==> src/rtl/pllc_pkg.sv <==
package pllc_pkg;

  typedef enum logic [1:0] {
    LVL_GND  = 2'b00,
    LVL_MID  = 2'b01,
    LVL_OPEN = 2'b10,
    LVL_VCC  = 2'b11
  } lvl_e;

  typedef struct packed {
    logic cp_en;
    logic cp_hi;
    logic amp_en;
    logic tst_en;
  } mode_t;

  function automatic int max4(input int a, input int b, input int c, input int d);
    int m;
    m = a;
    if (b > m) m = b;
    if (c > m) m = c;
    if (d > m) m = d;
    return m;
  endfunction

endpackage

==> src/rtl/pllc_divider.sv <==
module pllc_divider #(
  parameter int W = 6
) (
  input  logic         clk,
  input  logic         rst_n,
  input  logic         ce,
  input  logic [W-1:0] ratio,
  output logic         tc,
  output logic [W-1:0] cnt
);

  logic [W-1:0] cnt_q;
  logic         tc_q;
  logic         wrap;

  assign wrap = ce && (cnt_q == '0);

  always_ff @(posedge clk) begin
    if (!rst_n) begin
      cnt_q <= '0;
      tc_q  <= 1'b0;
    end else begin
      tc_q <= wrap;
      if (ce) begin
        if (cnt_q == '0) cnt_q <= ratio - W'(1);
        else             cnt_q <= cnt_q - W'(1);
      end
    end
  end

  assign tc  = tc_q;
  assign cnt = cnt_q;

endmodule

==> src/rtl/pllc_pfd.sv <==
module pllc_pfd (
  input  logic clk,
  input  logic rst_n,
  input  logic ref_ev,
  input  logic fb_ev,
  output logic up,
  output logic dn,
  output logic clr
);

  logic up_q, dn_q;

  assign clr = up_q & dn_q;

  always_ff @(posedge clk) begin
    if (!rst_n) begin
      up_q <= 1'b0;
      dn_q <= 1'b0;
    end else if (clr) begin
      up_q <= ref_ev;
      dn_q <= fb_ev;
    end else begin
      if (ref_ev) up_q <= 1'b1;
      if (fb_ev)  dn_q <= 1'b1;
    end
  end

  assign up = up_q;
  assign dn = dn_q;

endmodule

==> src/rtl/pllc_mode_dec.sv <==
module pllc_mode_dec
  import pllc_pkg::*;
(
  input  logic [1:0] lvl,
  output mode_t      mode
);

  always_comb begin
    mode = '0;
    case (lvl_e'(lvl))
      LVL_GND:  begin mode.cp_en = 1'b1; mode.cp_hi = 1'b1; mode.amp_en = 1'b1; end
      LVL_VCC:  begin mode.cp_en = 1'b1; mode.cp_hi = 1'b0; mode.amp_en = 1'b1; end
      LVL_MID:  begin mode.cp_en = 1'b0; mode.amp_en = 1'b0; end
      LVL_OPEN: begin mode.cp_en = 1'b0; mode.amp_en = 1'b1; mode.tst_en = 1'b1; end
      default:  mode = '0;
    endcase
  end

endmodule

==> src/rtl/pll_div_pfd.sv <==
module pll_div_pfd
  import pllc_pkg::*;
#(
  parameter int FB_DIV       = 2464,
  parameter int REF_DIV_GND  = 35,
  parameter int REF_DIV_MID  = 32,
  parameter int REF_DIV_OPEN = 48,
  parameter int REF_DIV_VCC  = 36
) (
  input  logic       clk,
  input  logic       rst_n,
  input  logic       ref_ce,
  input  logic       osc_ce,
  input  logic [1:0] sel_lvl,
  input  logic [1:0] mode_lvl,
  output logic       pd_up,
  output logic       pd_dn,
  output logic       cp_en,
  output logic       cp_hi,
  output logic       amp_en,
  output logic       tst_en,
  output logic       mon_ref,
  output logic       mon_fb
);

  localparam int REF_MAX = max4(REF_DIV_GND, REF_DIV_MID, REF_DIV_OPEN, REF_DIV_VCC);
  localparam int REF_W   = $clog2(REF_MAX + 1);
  localparam int FB_W    = $clog2(FB_DIV + 1);

  function automatic logic [REF_W-1:0] pick_ratio(input logic [1:0] lvl);
    case (lvl_e'(lvl))
      LVL_GND:  return REF_W'(REF_DIV_GND);
      LVL_MID:  return REF_W'(REF_DIV_MID);
      LVL_OPEN: return REF_W'(REF_DIV_OPEN);
      default:  return REF_W'(REF_DIV_VCC);
    endcase
  endfunction

  logic [REF_W-1:0] ref_ratio;
  logic [REF_W-1:0] ref_cnt;
  logic [FB_W-1:0]  fb_cnt;
  logic             ref_tc, fb_tc;
  logic             up_q, dn_q, pfd_clr;
  mode_t            mode;

  assign ref_ratio = pick_ratio(sel_lvl);

  pllc_divider #(.W(REF_W)) u_refdiv (
    .clk(clk), .rst_n(rst_n), .ce(ref_ce), .ratio(ref_ratio),
    .tc(ref_tc), .cnt(ref_cnt)
  );

  pllc_divider #(.W(FB_W)) u_fbdiv (
    .clk(clk), .rst_n(rst_n), .ce(osc_ce), .ratio(FB_W'(FB_DIV)),
    .tc(fb_tc), .cnt(fb_cnt)
  );

  pllc_pfd u_pfd (
    .clk(clk), .rst_n(rst_n), .ref_ev(ref_tc), .fb_ev(fb_tc),
    .up(up_q), .dn(dn_q), .clr(pfd_clr)
  );

  pllc_mode_dec u_dec (.lvl(mode_lvl), .mode(mode));

  assign cp_en   = mode.cp_en;
  assign cp_hi   = mode.cp_hi;
  assign amp_en  = mode.amp_en;
  assign tst_en  = mode.tst_en;
  assign pd_up   = up_q & mode.cp_en;
  assign pd_dn   = dn_q & mode.cp_en;
  assign mon_ref = ref_tc & mode.tst_en;
  assign mon_fb  = fb_tc & mode.tst_en;

endmodule

==> config.mk <==
export PLATFORM = sky130hd
export DESIGN_NAME = pll_div_pfd
export DESIGN_NICKNAME = d
export VERILOG_FILES = /design/src/rtl/pllc_pkg.sv /design/src/rtl/pllc_divider.sv /design/src/rtl/pllc_pfd.sv /design/src/rtl/pllc_mode_dec.sv /design/src/rtl/pll_div_pfd.sv
export SDC_FILE = /design/constraint.sdc
export NUM_CORES = 1
export LEC_CHECK = 0
export ABC_AREA = 1
export BUFFER_PORTS_ARGS = -buffer_cell sky130_fd_sc_hd__buf_2
export CAP_MARGIN = 40
export CORE_MARGIN = 2
export CORE_UTILIZATION = 56
export CTS_CLUSTER_DIAMETER = 100
export DETAILED_ROUTE_END_ITERATION = 10
export PLACE_DENSITY_LB_ADDON = 0.2
export SLEW_MARGIN = 10
export SYNTH_ARGS = -nofsm -noshare
export SYNTH_HDL_FRONTEND = slang
export SYNTH_SLANG_ARGS = --single-unit
==> constraint.sdc <==
create_clock -name clk -period 1.85 [get_ports clk]
set_clock_uncertainty 0.2 [all_clocks]
set_input_delay 0.0925 -clock clk [delete_from_list [all_inputs] [get_ports clk]]
set_output_delay 0.0925 -clock clk [all_outputs]
set_load 0.1 [all_outputs]
Word-level counts from Yosys, hierarchy flattened
Index checks and enable logic that the tools add are counted.
{ "classes": {"n_bitwise": 5, "mux": 11, "reduce_logical": 11, "n_eq_ne": 5, "add_sub_neg": 3} }
{ "ops": {"columns": ["cell", "count"], "rows": [
  ["$pmux W5 S3", 1],
  ["$logic_not A12 Y1", 1],
  ["$mux W12", 1],
  ["$sub A12 B1 Y12 const B", 1],
  ["$sub A6 B1 Y6 const B", 2],
  ["$eq A2 B2 Y1 const B", 3],
  ["$logic_not A6 Y1", 1],
  ["$mux W1", 6],
  ["$mux W6", 1],
  ["$and A1 B1 Y1", 5],
  ["$eq A2 B1 Y1 const B", 2],
  ["$logic_not A2 Y1", 2],
  ["$pmux W1 S2", 2],
  ["$reduce_bool A2 Y1", 2],
  ["$reduce_or A2 Y1", 2],
  ["$reduce_or A3 Y1", 1],
  ["$logic_and A1 B1 Y1", 2]
]} }
{ "totals": {"in_bits": 8, "word_cells": 41, "output_inout_bits": 8, "reg_bits": 22} }

Longest topological paths before layout
{ "logic_depth": {"ltp_word": 4, "ltp_mapped": 10, "mapped_depth_nobuf": 10} }

By module
From an unflattened synthesis, not the netlist that was laid out.
{ "unflattened": {"cells_unflattened": 266, "hier_area_um2": 1661.6} }
{ "modules_own_cells": {"columns": ["mod", "area_each_um2", "n_inst", "cells_per_inst"], "rows": [
  ["pllc_divider at u_fbdiv", 992.2, 1, 161],
  ["pllc_divider at u_refdiv", 474.2, 1, 70],
  ["pllc_pfd", 83.8, 1, 13],
  ["pll_div_pfd", 58.8, 1, 15],
  ["pllc_mode_dec", 52.6, 1, 7]
]} }

Worst setup path after synthesis
No wires, ideal clock.
{ "synth_path": {"path_kind": "input to output", "startpoint": "in mode_lvl[0]", "endpoint": "out pd_dn", "n_path_buf": 0, "arrival_ns": 1.714, "path_stages": 3, "path_slack_ns": -0.156, "path_cell_list": "inv_1 -> ha_1 -> nor2_1"} }
{ "synth_between": {"elab_chain_len": 4, "word_cells_on_any_way": 8} }
{ "synth_rtl": {"columns": ["item", "line_no", "text"], "rows": [
  ["start: declaration", "pll_div_pfd.sv:15", "input logic [1:0] mode_lvl,"],
  ["$eq A2 B1 Y1, or another cell as far along", "pllc_mode_dec.sv:10", "case (lvl_e'(lvl))"],
  ["$reduce_or A2 Y1 (no source line)", null, null],
  ["$pmux W1 S2 *", "pllc_mode_dec.sv:10", null],
  ["$and A1 B1 Y1 *", "pll_div_pfd.sv:70", "assign pd_dn = dn_q & mode.cp_en;"],
  ["end: declaration", "pll_div_pfd.sv:17", "output logic pd_dn,"]
]} }
Mark *: on every way between the ends. The rest lies on a longest branch, timed or not.

Worst setup path in the final report
{ "layout_path": {"startpoint": "reg u_refdiv.cnt_q[0] (netlist: u_refdiv.cnt[0])", "endpoint": "reg u_refdiv.cnt_q[4] (netlist: u_refdiv.cnt[4])"} }
{ "layout_between": {"elab_chain_len": 2, "word_cells_on_any_way": 3} }
{ "layout_rtl": {"columns": ["item", "line_no", "text"], "rows": [
  ["start: declaration", "pllc_divider.sv:12", "logic [W-1:0] cnt_q;"],
  ["start signal: assignment", "pllc_divider.sv:25", "if (cnt_q == '0) cnt_q <= ratio - W'(1);"],
  ["start signal: assignment", "pllc_divider.sv:26", "else cnt_q <= cnt_q - W'(1);"],
  ["$sub A6 B1 Y6 or $logic_not A6 Y1 (tied branches)", "pllc_divider.sv:26, pllc_divider.sv:25", null],
  ["$mux W6 *", "pllc_divider.sv:25", null]
]} }
Marked as above.
A chain may end at the register's enable or synchronous reset.

==> impl_metrics.env <==
export IMPL_status="finished clean"
export IMPL_finalPower_mw=1.80
export IMPL_antennaDiodeCount=0
export IMPL_cp_required_ns=1.86
export IMPL_dp_hpwl_um=1860
export IMPL_synthAdderAreaFrac_pct=5.98
export IMPL_r2r_cells=9
export IMPL_hp_start="sel_lvl[1]"
export IMPL_final_cell_mix="inv_1, nand2_1, nor2_1"
export IMPL_synth_seq_cells=22
export IMPL_remaining_drc_errors=0
export IMPL_rr_startpoint="u_refdiv.cnt[0]"
export IMPL_clk_latency_ns=0.31
export IMPL_fin_ws_ns=0.0232
export IMPL_fin_nets=228
export IMPL_power_combinational_fraction_pct=49.6
export IMPL_grt_pass1_wl_um=4390
export IMPL_synth_top_family_by_area="simple AND/OR/NAND/NOR gates"
export IMPL_intPower_mw=0.983
export IMPL_slew_viol_final=0
export IMPL_ir_drop_mv=0.875
export IMPL_io_pins=16
export IMPL_whs_endpoint="u_refdiv.cnt[5]"
export IMPL_cts_sinks=22
export IMPL_synth_mux_area_fraction_pct=0
export IMPL_synth_cell_types=24
export IMPL_yosysSeqAreaShare_pct=35.1
export IMPL_wl_met2_um=1330
export IMPL_die_area_mm2=0.00264
export IMPL_cts_max_path_buffers=2
export IMPL_crit_fanout=4
export IMPL_hp_class="in -> reg"
export IMPL_powerDensity_mw_per_mm2=1220
export IMPL_grt_usage_pct=21.8
export IMPL_clk_pin_slew_ns=0.12
export IMPL_die_width_um=51.4
export IMPL_hold_viol_final=0
export IMPL_min_period_over_period_pct=98.7
export IMPL_drtIter0Drc=51
export IMPL_fmax_mhz=547
export IMPL_p_leak_nw=0.764
export IMPL_synth_simple_area_share_pct=34.7
export IMPL_synth_compound_area_share_pct=10.7
export IMPL_vias=1267
export IMPL_drive_above_1_share_pct=16.5
export IMPL_finalNonFillerCells=240
export IMPL_fillers=198
export IMPL_synth_cells=188
export IMPL_dr_pass1_iters=6
export IMPL_final_util_pct=67.8
export IMPL_pre_cts_ws_ns=0.0554
export IMPL_overflow=0
export IMPL_cap_viol_max_count=0
export IMPL_postRouteAntennaNets=0
export IMPL_critical_path_class="reg -> reg"
export IMPL_power_switching_mw=0.815
export IMPL_cts_made_buffers=3
export IMPL_sequentialPowerShare_pct=38.1
export IMPL_rr_endpoint="u_refdiv.cnt[4]"
export IMPL_switching_share_pct=45.3
export IMPL_grt_start_max_net_pins=15
export IMPL_cp_arrival_ns=1.84
export IMPL_place_area_mm2=0.00136
export IMPL_core_area_mm2=0.00217
export IMPL_port_buffers=15
export IMPL_start_kind="flop"
export IMPL_wirelength_um=2690
export IMPL_synth_xor_area_share_pct=1.39
export IMPL_h_tree_depth=1
export IMPL_maxSlewHeadroom_pct=67.9
export IMPL_area_growth_pct=17.0
export IMPL_p_clk_share_pct=12.3
export IMPL_cts_tree="yes"
export IMPL_wl_met3_um=167
export IMPL_whs_path_depth=7
export IMPL_place_congestion=0.880
export IMPL_postSynthAreaPerCell_um2=6.68
export IMPL_design_area_mm2=0.00147
export IMPL_final_setup_viol_count=0
export IMPL_endpoint_kind="flop"
export IMPL_yosys_warnings=0
export IMPL_worst_r2r_setup_slack_ns=0.02
export IMPL_rows=17
export IMPL_wl_per_cell_um=11.2
export IMPL_grt_pass1_vias=1131
export IMPL_syn_nets=202
export IMPL_root_buffer="clkbuf_4"
export IMPL_dpl_cell_count=230
export IMPL_syn_area_mm2=0.00126
export IMPL_final_setup_tns_ns=0
export IMPL_dr_max_layer_used="met4"
export IMPL_period_needed_ns=1.83
export IMPL_fp_dieH_um=51.4
export IMPL_antenna_found_initial=0
export IMPL_worstMarginPinSlew_ns=0.485
export IMPL_start_util_pct=57.9
export IMPL_fin_hold_ws_ns=0.157
export IMPL_routed_via_density=5.28
export IMPL_drt_met1_wl_um=1150
export IMPL_layout_commonest_cell="inv_1"
layer usage:
layer / GRT usage [%] / vias to the layer above
met1: 25.5 / 569
met3: 2.92 / 8
met2: 38.2 / 53
met4: 11.8 / 0
met5: 0 / -
li1: - / 637
layout make-up:
| class | count | area (um^2) | area share (%) |
|---|---|---|---|
| Clock buffer | 3 | 22.5 | 1.53 |
| Inverter | 40 | 150 | 10.2 |
| Multi-Input combinational cell | 125 | 684 | 46.6 |
| Sequential cell | 22 | 440 | 30.0 |
| Tap cell | 28 | 35.0 | 2.38 |
| Timing Repair Buffer | 22 | 138 | 9.36 |
critical path: stages (launching register included):
cell and delay (ns):
dfxtp_1 0.36, nor2_2 0.15, nand3_2 0.13, o21bai_1 0.25, inv_1 0.09, ha_1 0.22, nand3_1 0.11, o21bai_1 0.09
nor2_1 0.09, nor2_1 0.05
what timing repair did:
action	4_1_cts	5_1_grt
hold endpoints to repair	10	0
hold buffers	4	0
buffers inserted	0	3
endpoints found under the setup margin	0	4
resized for setup	0	8
sequential cells by signal (all words and copies together) (netlist names):
signal	flops
u_fbdiv.tc	1
u_fbdiv.cnt	12
u_refdiv.cnt	6
u_pfd.dn	1
u_pfd.up	1
u_refdiv.tc	1
how the worst max path moves through the flow:
stage	endpoint	depth (start not counted)	startpoint	slack, ns
after floorplan	pd_dn	3	mode_lvl[0]	-0.16
after global placement	u_refdiv.cnt[2]	9	u_refdiv.cnt[0]	0.12
after detailed placement	u_refdiv.cnt[2]	9	u_refdiv.cnt[0]	0.06
after CTS	u_refdiv.cnt[2]	9	u_refdiv.cnt[0]	0.009
after global routing	u_refdiv.cnt[2]	9	u_refdiv.cnt[0]	-0.09
final	u_refdiv.cnt[4]	9	u_refdiv.cnt[0]	0.02
logic make-up after synthesis:
| family | Yosys count |
|---|---|
| simple gates | 92 |
| buf+inv | 41 |
| compound gates | 25 |
| flops | 22 |
| fa+ha+maj | 6 |
| xor+xnor | 2 |
cells in the mapped netlist (all sizes together):
master	instances	share of area [%]
a31oi	3	1.5
or2	2	1.2
dfxtp	22	35
xor2	1	0.70
a21oi	11	4.4
clkbuf	1	0.30
o21bai	2	1.2
o21ai	9	3.6
nand3	9	4.4
xnor2	1	0.70
inv	40	12
nand2	35	10
nor2	35	11
nor3	6	3.7
nand4	5	3.7
ha	6	6.0
power by group through the flow:
stage	Clock, mW	Combinational [mW]	Sequential (mW)
5_1_grt	0.243	1.01	0.701
4_1_cts	0.222	0.856	0.677
6_report	0.221	0.892	0.686
3_3_place_gp	0	0.812	0.684
2_1_floorplan	0	0.714	0.666
3_5_place_dp	0	0.843	0.688
(Power assumes the default switching activity.)
